`src/rtl/fsw_pkg.sv`:
```
package fsw_pkg;
    localparam int WORD_W    = 16;
    localparam int BYTE_W    = 8;
    localparam int DETAIL_N  = 5;   // cml, ot, uv, oc, ov
    localparam int SUMMARY_N = 3;   // input, iout, vout
    localparam int DET_LSB   = 1;
    localparam int SUM_LSB   = 13;
    localparam int POS_OFF   = 6;
    localparam int POS_PGN   = 11;

    typedef struct packed {
        logic en;
    } clr_state_t;
endpackage

```
`src/rtl/fsw_clear_gen.sv`:
```
module fsw_clear_gen
    import fsw_pkg::*;
(
    input  logic clk,
    input  logic rst_n,
    input  logic clr_strobe,
    input  logic en_req,
    output logic clr_all
);
    clr_state_t st_d, st_q;

    always_comb begin
        st_d    = st_q;
        st_d.en = en_req;
        clr_all = clr_strobe | (en_req & ~st_q.en);
    end

    always_ff @(posedge clk or negedge rst_n) begin
        if (!rst_n) st_q <= '0;
        else        st_q <= st_d;
    end

    // a held-low request never produces a clear unless strobed
    assert_low_en_no_clear_R8: assert property (@(posedge clk) disable iff (!rst_n)
        (!en_req && !clr_strobe) |-> !clr_all);
endmodule

```
`src/rtl/fsw_flag_bank.sv`:
```
module fsw_flag_bank #(
    parameter int N = 5
) (
    input  logic         clk,
    input  logic         rst_n,
    input  logic [N-1:0] set_i,
    input  logic         clr_i,
    output logic [N-1:0] flags_o
);
    typedef struct packed {
        logic [N-1:0] flg;
    } bank_t;

    bank_t b_d, b_q;

    always_comb begin
        b_d = b_q;
        if (clr_i) b_d.flg = '0;
        b_d.flg = b_d.flg | set_i;
    end

    always_ff @(posedge clk or negedge rst_n) begin
        if (!rst_n) b_q <= '0;
        else        b_q <= b_d;
    end

    assign flags_o = b_q.flg;

    for (genvar i = 0; i < N; i++) begin : g_chk
        assert_set_wins_R9: assert property (@(posedge clk) disable iff (!rst_n)
            set_i[i] |=> flags_o[i]);
        assert_sticky_R5: assert property (@(posedge clk) disable iff (!rst_n)
            (flags_o[i] && !clr_i) |=> flags_o[i]);
        assert_clear_R7: assert property (@(posedge clk) disable iff (!rst_n)
            (clr_i && !set_i[i]) |=> !flags_o[i]);
    end
endmodule

```
`src/rtl/fsw_word_pack.sv`:
```
module fsw_word_pack
    import fsw_pkg::*;
(
    input  logic [DETAIL_N-1:0]  det_i,
    input  logic [SUMMARY_N-1:0] sum_i,
    input  logic                 out_active,
    input  logic                 pgood_pin,
    output logic [WORD_W-1:0]    word_o
);
    always_comb begin
        word_o = '0;
        for (int i = 0; i < DETAIL_N; i++)  word_o[DET_LSB + i] = det_i[i];
        for (int i = 0; i < SUMMARY_N; i++) word_o[SUM_LSB + i] = sum_i[i];
        word_o[POS_OFF] = ~out_active;
        word_o[POS_PGN] = ~pgood_pin;
    end
endmodule

```
`src/rtl/fault_status_word.sv`:
```
module fault_status_word
    import fsw_pkg::*;
(
    input  logic              clk,
    input  logic              rst_n,
    input  logic              ov_evt,
    input  logic              oc_evt,
    input  logic              vin_uv_evt,
    input  logic              ot_evt,
    input  logic              cml_evt,
    input  logic              out_active,
    input  logic              pgood_pin,
    input  logic              clr_strobe,
    input  logic              en_req,
    output logic [WORD_W-1:0] status_word,
    output logic [BYTE_W-1:0] status_byte,
    output logic              alert_n
);
    logic                 clr_all;
    logic [DETAIL_N-1:0]  det_set, det_q;
    logic [SUMMARY_N-1:0] sum_set, sum_q;

    always_comb begin
        det_set = {ov_evt, oc_evt, vin_uv_evt, ot_evt, cml_evt};
        sum_set = {ov_evt, oc_evt, vin_uv_evt};
    end

    fsw_clear_gen u_clr (
        .clk(clk), .rst_n(rst_n), .clr_strobe(clr_strobe),
        .en_req(en_req), .clr_all(clr_all)
    );

    fsw_flag_bank #(.N(DETAIL_N)) u_det (
        .clk(clk), .rst_n(rst_n), .set_i(det_set), .clr_i(clr_all), .flags_o(det_q)
    );

    fsw_flag_bank #(.N(SUMMARY_N)) u_sum (
        .clk(clk), .rst_n(rst_n), .set_i(sum_set), .clr_i(clr_all), .flags_o(sum_q)
    );

    fsw_word_pack u_pack (
        .det_i(det_q), .sum_i(sum_q), .out_active(out_active),
        .pgood_pin(pgood_pin), .word_o(status_word)
    );

    always_comb begin
        status_byte = status_word[BYTE_W-1:0];
        alert_n     = ~(|det_q | |sum_q);
    end

    assert_alert_low_R10: assert property (@(posedge clk) disable iff (!rst_n)
        (|status_word[DET_LSB +: DETAIL_N]) |-> !alert_n);
    assert_alert_high_R10: assert property (@(posedge clk) disable iff (!rst_n)
        (!(|status_word[DET_LSB +: DETAIL_N]) && !(|status_word[SUM_LSB +: SUMMARY_N]))
        |-> alert_n);
    assert_relatch_R6: assert property (@(posedge clk) disable iff (!rst_n)
        ov_evt |=> (status_word[5] && status_word[15] && !alert_n));
endmodule

```
`config.mk`:
```
export PLATFORM = sky130hd
export DESIGN_NAME = fault_status_word
export DESIGN_NICKNAME = d
export VERILOG_FILES = /design/src/rtl/fsw_pkg.sv /design/src/rtl/fsw_clear_gen.sv /design/src/rtl/fsw_flag_bank.sv /design/src/rtl/fsw_word_pack.sv /design/src/rtl/fault_status_word.sv
export SDC_FILE = /design/constraint.sdc
export NUM_CORES = 1
export LEC_CHECK = 0
export BUFFER_PORTS_ARGS = -buffer_cell sky130_fd_sc_hd__buf_2
export CORE_AREA = 2 2 39 41
export DETAILED_ROUTE_END_ITERATION = 8
export DIE_AREA = 0 0 41 43
export PLACE_DENSITY = 0.75
export SLEW_MARGIN = 10
export SYNTH_ARGS = -nofsm -noshare
export SYNTH_HDL_FRONTEND = slang
export SYNTH_SLANG_ARGS = --single-unit
```
`constraint.sdc`:
```
create_clock -name clk -period 1.55 [get_ports clk]
set_input_delay 0.31 -clock clk [delete_from_list [all_inputs] [get_ports clk]]
set_output_delay 0.31 -clock clk [all_outputs]
set_load 0.005 [all_outputs]
```
==> out/qor.yml, run 1 <==
status: "finished, violations left"
violations: "setup timing"
cp.required_ns: 1.24
max-clock-path-buffers: 2
htreeDepth: 1
ys_types: 9
yosys_warnings: 0
fin_ws_ns: -0.126
critPathMaxFanout: 2
area_growth_pct: 31.3
internal_power_uw: 403
cts_resized: 0
synth_most_common_cell: "buf_4"
setup_viol: 1
port_buffers: 27
grt.total_usage: 0.118
synth.top_cell.area_share: 0.507
num_io_pins: 36
crit_arrival_ns: 1.37
fin_crit_ns: 1.68
die_width_um: 41
p_leak_nw: 0.308
drt_pass1_iterations: 4
drcViolationCount: 0
yosysTopAreaCell: "dfrtp_1"
grt.overflow.total: 0
yosys-top-cells-count: "buf_4, dfrtp_1, a31o_2, inv_1, or4_1"
synth_cells: 40
clk_latency_ns: 0.26
p_sw_frac: 0.253
initial_core_util: 0.321
dieArea_mm2: 0.00176
tns_ns: -0.126
crit_type: "register to output port"
antenna_found_initial: 0
timing.fmax_mhz: 597
p_sw_uw: 137
layout-drive-gt1-share: 0.618
cts_tree: "done"
gp_congestion: 0.709
critPathLaunchType: "register"
path_clk_slew_ns: 0.06
drtIter0Drc: 6
finClkSkew_ns: 0.000283
cts-buffers-inserted: 3
power_frac_clock: 0.339
min_path_type: "input pin to register"
core_area_mm2: 0.00138
pwr-share-comb: 0.176
end_kind: "output port"
grt_pass1_wl_um: 1320
postSynth.asyncResetShare: 1.00
synth_edf_count: 0
chipHeight_um: 43
synth-seq-cells: 9
routedWlPerCell_um: 11.2
power_frac_seq: 0.484
finalHoldViolCount: 0
rows: 14
powerDensity_mw_per_mm2: 925
drtAntennaViolNets: 0
clock_sinks: 9
pre_cts_slack_ns: 0.113
rsz0062_at_grt: "true"
drv_cap: 0
antenna_cells: 0
vias: 361
grt_pass1_vias: 337
grt_start_max_net_pins: 10
ir_drop_uv: 322
min_period_over_period: 1.08
post_drt_via_cell_ratio: 4.30
drt_wl_total_um: 944
drv_slew: 0
cts-root-buf: "clkbuf_4"
synthesis.area_um2: 444
syn_avg_cell_area_um2: 11.1
seq_area_frac_synth: 0.507
synthTopCellsByArea: "dfrtp_1, buf_4, a31o_2"
synth_ff_type: "dfrtp_1"
final_nets: 80
## layout make-up
type	count	area, um2
fill	154	801
sequential	9	225
inverter	3	11.3
clock buffer	4	26.3
tap	16	20.0
timing repair buffer	32	175
multi-input combinational	20	125
## worst paths after layout
check                                    to  slack (ns)  cells after the start              from
setup / recovery                    alert_n       -0.13                      3  u_det.flags_o[4]
hold / removal                   u_clr.st_q        0.18                      1            en_req
setup reg to reg           u_sum.flags_o[0]        0.52                      2        u_clr.st_q
hold reg to reg            u_sum.flags_o[2]        0.54                      1  u_sum.flags_o[2]
max in group asynchronous        u_clr.st_q        0.93                      2             rst_n
min in group asynchronous  u_det.flags_o[0]        0.44                      2             rst_n
## power by group through the flow
stage               Clock (mW)  Sequential [mW]  Combinational, mW
floorplan                    0            0.269             0.0588
global placement             0            0.267             0.0788
detailed placement           0            0.270             0.0797
CTS                      0.190            0.262             0.0960
global route             0.198            0.263              0.108
finish                   0.183            0.261             0.0950
## timing repair
| item | 4_1_cts | 5_1_grt |
|---|---|---|
| hold buffers | 1 | 0 |
| endpoints found under the hold margin | 9 | 0 |
| pin swaps | 2 | 1 |
| setup endpoints to repair | 1 | 1 |
| buffers inserted | 4 | 0 |
## flip-flops by register name, indices dropped and copies added, names as in the netlist
name           flops
u_det.flags_o      5
u_sum.flags_o      3
u_clr.st_q         1
## placed cells by master (no fill, tap or decap)
master / synthesis / final
or4_1: 2 / 2
dlygate4sd3_1: 0 / 1
a31o_2: 8 / 8
inv_1: 3 / 3
nor2_1: 1 / 1
nand2b_1: 1 / 1
dfrtp_1: 9 / 9
conb_1: 1 / 8
clkbuf_1: 1 / 1
buf_4: 14 / 4
clkbuf_4: 0 / 3
buf_2: 0 / 27
## logic make-up (layout without fill, tap and decap cells)
| kind of cell | count (synthesis) | after routing | share of synthesized area |
|---|---|---|---|
| buf+inv | 18 | 39 | 0.270 |
| other cells | 1 | 8 | 0.00844 |
| simple gates | 4 | 4 | 0.0563 |
| compound gates | 8 | 8 | 0.158 |
| flops | 9 | 9 | 0.507 |
## through the flow
stage / hold WS, ns / area, um2 / std cells / power [mW] / utilization
after CTS: 0.166 / 583 / 84 / 0.548 / 0.421
after global placement: 0.167 / 517 / 75 / 0.346 / 0.373
after floorplan: 0.0144 / 470 / 47 / 0.327 / -
after detailed placement: 0.172 / 517 / 75 / 0.349 / 0.373
final: 0.175 / 583 / 84 / 0.539 / 0.421
after global routing: 0.171 / 583 / 84 / 0.569 / 0.421
## layer usage
metal | up-vias | GRT usage | routed length [um]
met5 | - | 0 | 0
met4 | 0 | 0.100 | 0
met3 | 0 | 0.0314 | 69
met2 | 23 | 0.166 | 460
met1 | 169 | 0.140 | 415
li1 | 169 | - | -
## worst max-delay path, stage by stage, from the launching register on
cell and delay [ns]:
dfrtp_1 0.37, or4_1 0.52, nor2_1 0.11, buf_2 0.11
Note: power is estimated with default switching activity, not from simulation.
==> run 2, diff against run 1 <==
--- a/config.mk
+++ b/config.mk
@@ -6,10 +6,9 @@
 export NUM_CORES = 1
 export LEC_CHECK = 0
 export BUFFER_PORTS_ARGS = -buffer_cell sky130_fd_sc_hd__buf_2
-export CORE_AREA = 2 2 39 41
+export CORE_UTILIZATION = 32
 export DETAILED_ROUTE_END_ITERATION = 8
-export DIE_AREA = 0 0 41 43
-export PLACE_DENSITY = 0.75
+export PLACE_DENSITY = 0.76
 export SLEW_MARGIN = 10
 export SYNTH_ARGS = -nofsm -noshare
 export SYNTH_HDL_FRONTEND = slang
==> constraint.sdc (replaced) <==
create_clock -name clk -period 1.47 [get_ports clk]
set_input_delay 0.294 -clock clk [delete_from_list [all_inputs] [get_ports clk]]
set_output_delay 0.294 -clock clk [all_outputs]
set_load 0.005 [all_outputs]
==> run 2 against run 1 <==
Compared with the run above: the run still ends with setup timing left; total power is 2.8% higher; core utilization increased by 2.0 points; final area fell by 1.5%; non-clock buffer count down 1; via count grew 0.28%; routed wire length fell by 12%; hold slack got worse by 0.012 ns; sequential cell count is the same; register-to-register slack worse by 0.06 ns; die area down 13%; clock skew up 0.00091 ns; final cell count decreased by 2.4%; critical endpoint unchanged.
==> out/qor.yml, run 2 (synthesis results as in run 1) <==
total_power_uw: 555  # +2.8%
drt_pass1_iterations: 4  # unchanged
die_width_um: 39.3  # -4.3%
port_buffers: 27  # unchanged
path_clk_slew_ns: 0.06  # about the same
vias: 362  # +0.28%
drt_wl_total_um: 830  # -12%
drv_slew: 0  # unchanged
status: "finished, violations left"
layout_common_cells: "buf_2, dfrtp_1, a31o_2, conb_1"
drcViolationCount: 0  # unchanged
cts-root-buf: "clkbuf_4"
routedWlPerCell_um: 10.1  # -9.9%
clk_latency_ns: 0.25  # about the same
grt_start_max_net_pins: 10  # unchanged
multi_input_area_um2: 125  # unchanged
violations: "setup timing"
grt.overflow.total: 0  # unchanged
cp.required_ns: 1.18  # -0.06 ns
dieArea_mm2: 0.00154  # -13%
cts_tree: "done"
grt.total_usage: 0.114  # -0.00333
crit_arrival_ns: 1.36  # about the same
powerDensity_mw_per_mm2: 966  # +4.4%
initial_core_util: 0.341  # +0.0204
drtAntennaViolNets: 0  # unchanged
end_kind: "output port"
cts_resized: 0  # unchanged
hold_ws_ns: 0.163  # -0.0125 ns
drtIter0Drc: 3  # -3
cts-buffers-inserted: 3  # unchanged
ir_drop_uv: 432  # +34%
place_area_um2: 523  # +1.2%
grt_pass1_vias: 293  # -13%
timing.fmax_mhz: 605
fin_crit_ns: 1.65
seqCellArea_um2: 225  # unchanged
hpwl_um: 627
min_period_over_period: 1.12
crit_type: "register to output port"
dp.cells: 75  # unchanged
finClkSkew_ns: 0.00119  # +0.000912 ns
final_common_cell: "buf_2"
rsz0062_at_grt: "true"
fin_ws_ns: -0.182  # -0.0560 ns
chipHeight_um: 39.3  # -8.7%
drv_cap: 0  # unchanged
gp_congestion: 0.726  # +2.4%
core_area_mm2: 0.00130  # -6.0%
max-clock-path-buffers: 2  # unchanged
min_path_type: "input pin to register"
rows: 13  # -1
p_leak_nw: 0.304  # -1.5%
antenna_cells: 0  # unchanged
clock_sinks: 9  # unchanged
post_drt_via_cell_ratio: 4.41  # +2.7%
grt_pass1_wl_um: 1100  # -16%
num_io_pins: 36  # unchanged
final_nets: 79  # -1.3%
setup_viol: 1  # unchanged
fill_cells: 139  # -9.7%
critPathLaunchType: "register"
critPathMaxFanout: 3  # +1
area_growth_pct: 29.3
largest_reg_flops: 5  # unchanged
final_cells: 82  # -2.4%
htreeDepth: 1  # unchanged
final_cell_area_um2: 574  # -1.5%
antenna_found_initial: 0  # unchanged
layout-drive-gt1-share: 0.612  # -0.00571
finalHoldViolCount: 0  # unchanged
## run 2: changes by cell type in the layout (fill, tap and decap cells not counted), sizes merged
cell,previous run,this run
buf,31,30
## run 2: critical path, stage by stage (launching register included)
cell and delay [ns]:
dfrtp_1 0.39, or4_1 0.51, nor2_1 0.09, buf_2 0.11
## run 2: cell type report
class / instances / share of cell area
clock buffer: 4 / 0.0458
inverter: 3 / 0.0196
multi-input combinational: 20 / 0.218
sequential: 9 / 0.392
tap: 15 / 0.0327
timing repair buffer: 31 / 0.292
## run 2: final timing paths
| kind | startpoint | endpoint | slack [ns] | cells after the start |
|---|---|---|---|---|
| min | en_req | u_clr.st_q | 0.16 | 1 |
| max reg2reg | u_clr.st_q | u_det.flags_o[4] | 0.46 | 2 |
| max | u_sum.flags_o[0] | alert_n | -0.18 | 3 |
| min in group asynchronous | rst_n | u_det.flags_o[4] | 0.41 | 2 |
| max in group asynchronous | rst_n | u_det.flags_o[1] | 0.88 | 2 |
| min reg2reg | u_sum.flags_o[1] | u_sum.flags_o[1] | 0.54 | 1 |
## run 2: metal layers
metal | up-vias | GRT usage | part of all wire
li1 | 167 | - | -
met1 | 165 | 0.108 | 0.39
met2 | 26 | 0.196 | 0.49
met3 | 4 | 0.0341 | 0.095
met4 | 0 | 0.103 | 0.020
met5 | - | 0 | 0
## run 2: what timing repair did
item / 4_1_cts / 5_1_grt
cloned: 0 / 0
hold buffers: 1 / 0
buffers inserted: 1 / 1
endpoints found under the hold margin: 9 / 0
endpoints found under the setup margin: 1 / 1
pin swaps: 2 / 1
## run 2: through the flow
stage                     TNS [ns]  setup slack (ns)  utilization
final                       -0.182            -0.182        0.441
after CTS                   -0.211            -0.211        0.436
after floorplan                  0             0.147            -
after detailed placement         0            0.0758        0.402
after global placement           0            0.0689        0.402
after global routing        -0.267            -0.267        0.441
## run 2: report_power, final
group | internal, mW | switching, mW | total [mW]
clock network | 0.104 | 0.0788 | 0.183
logic | 0.0528 | 0.0431 | 0.0959
registers | 0.265 | 0.0106 | 0.276
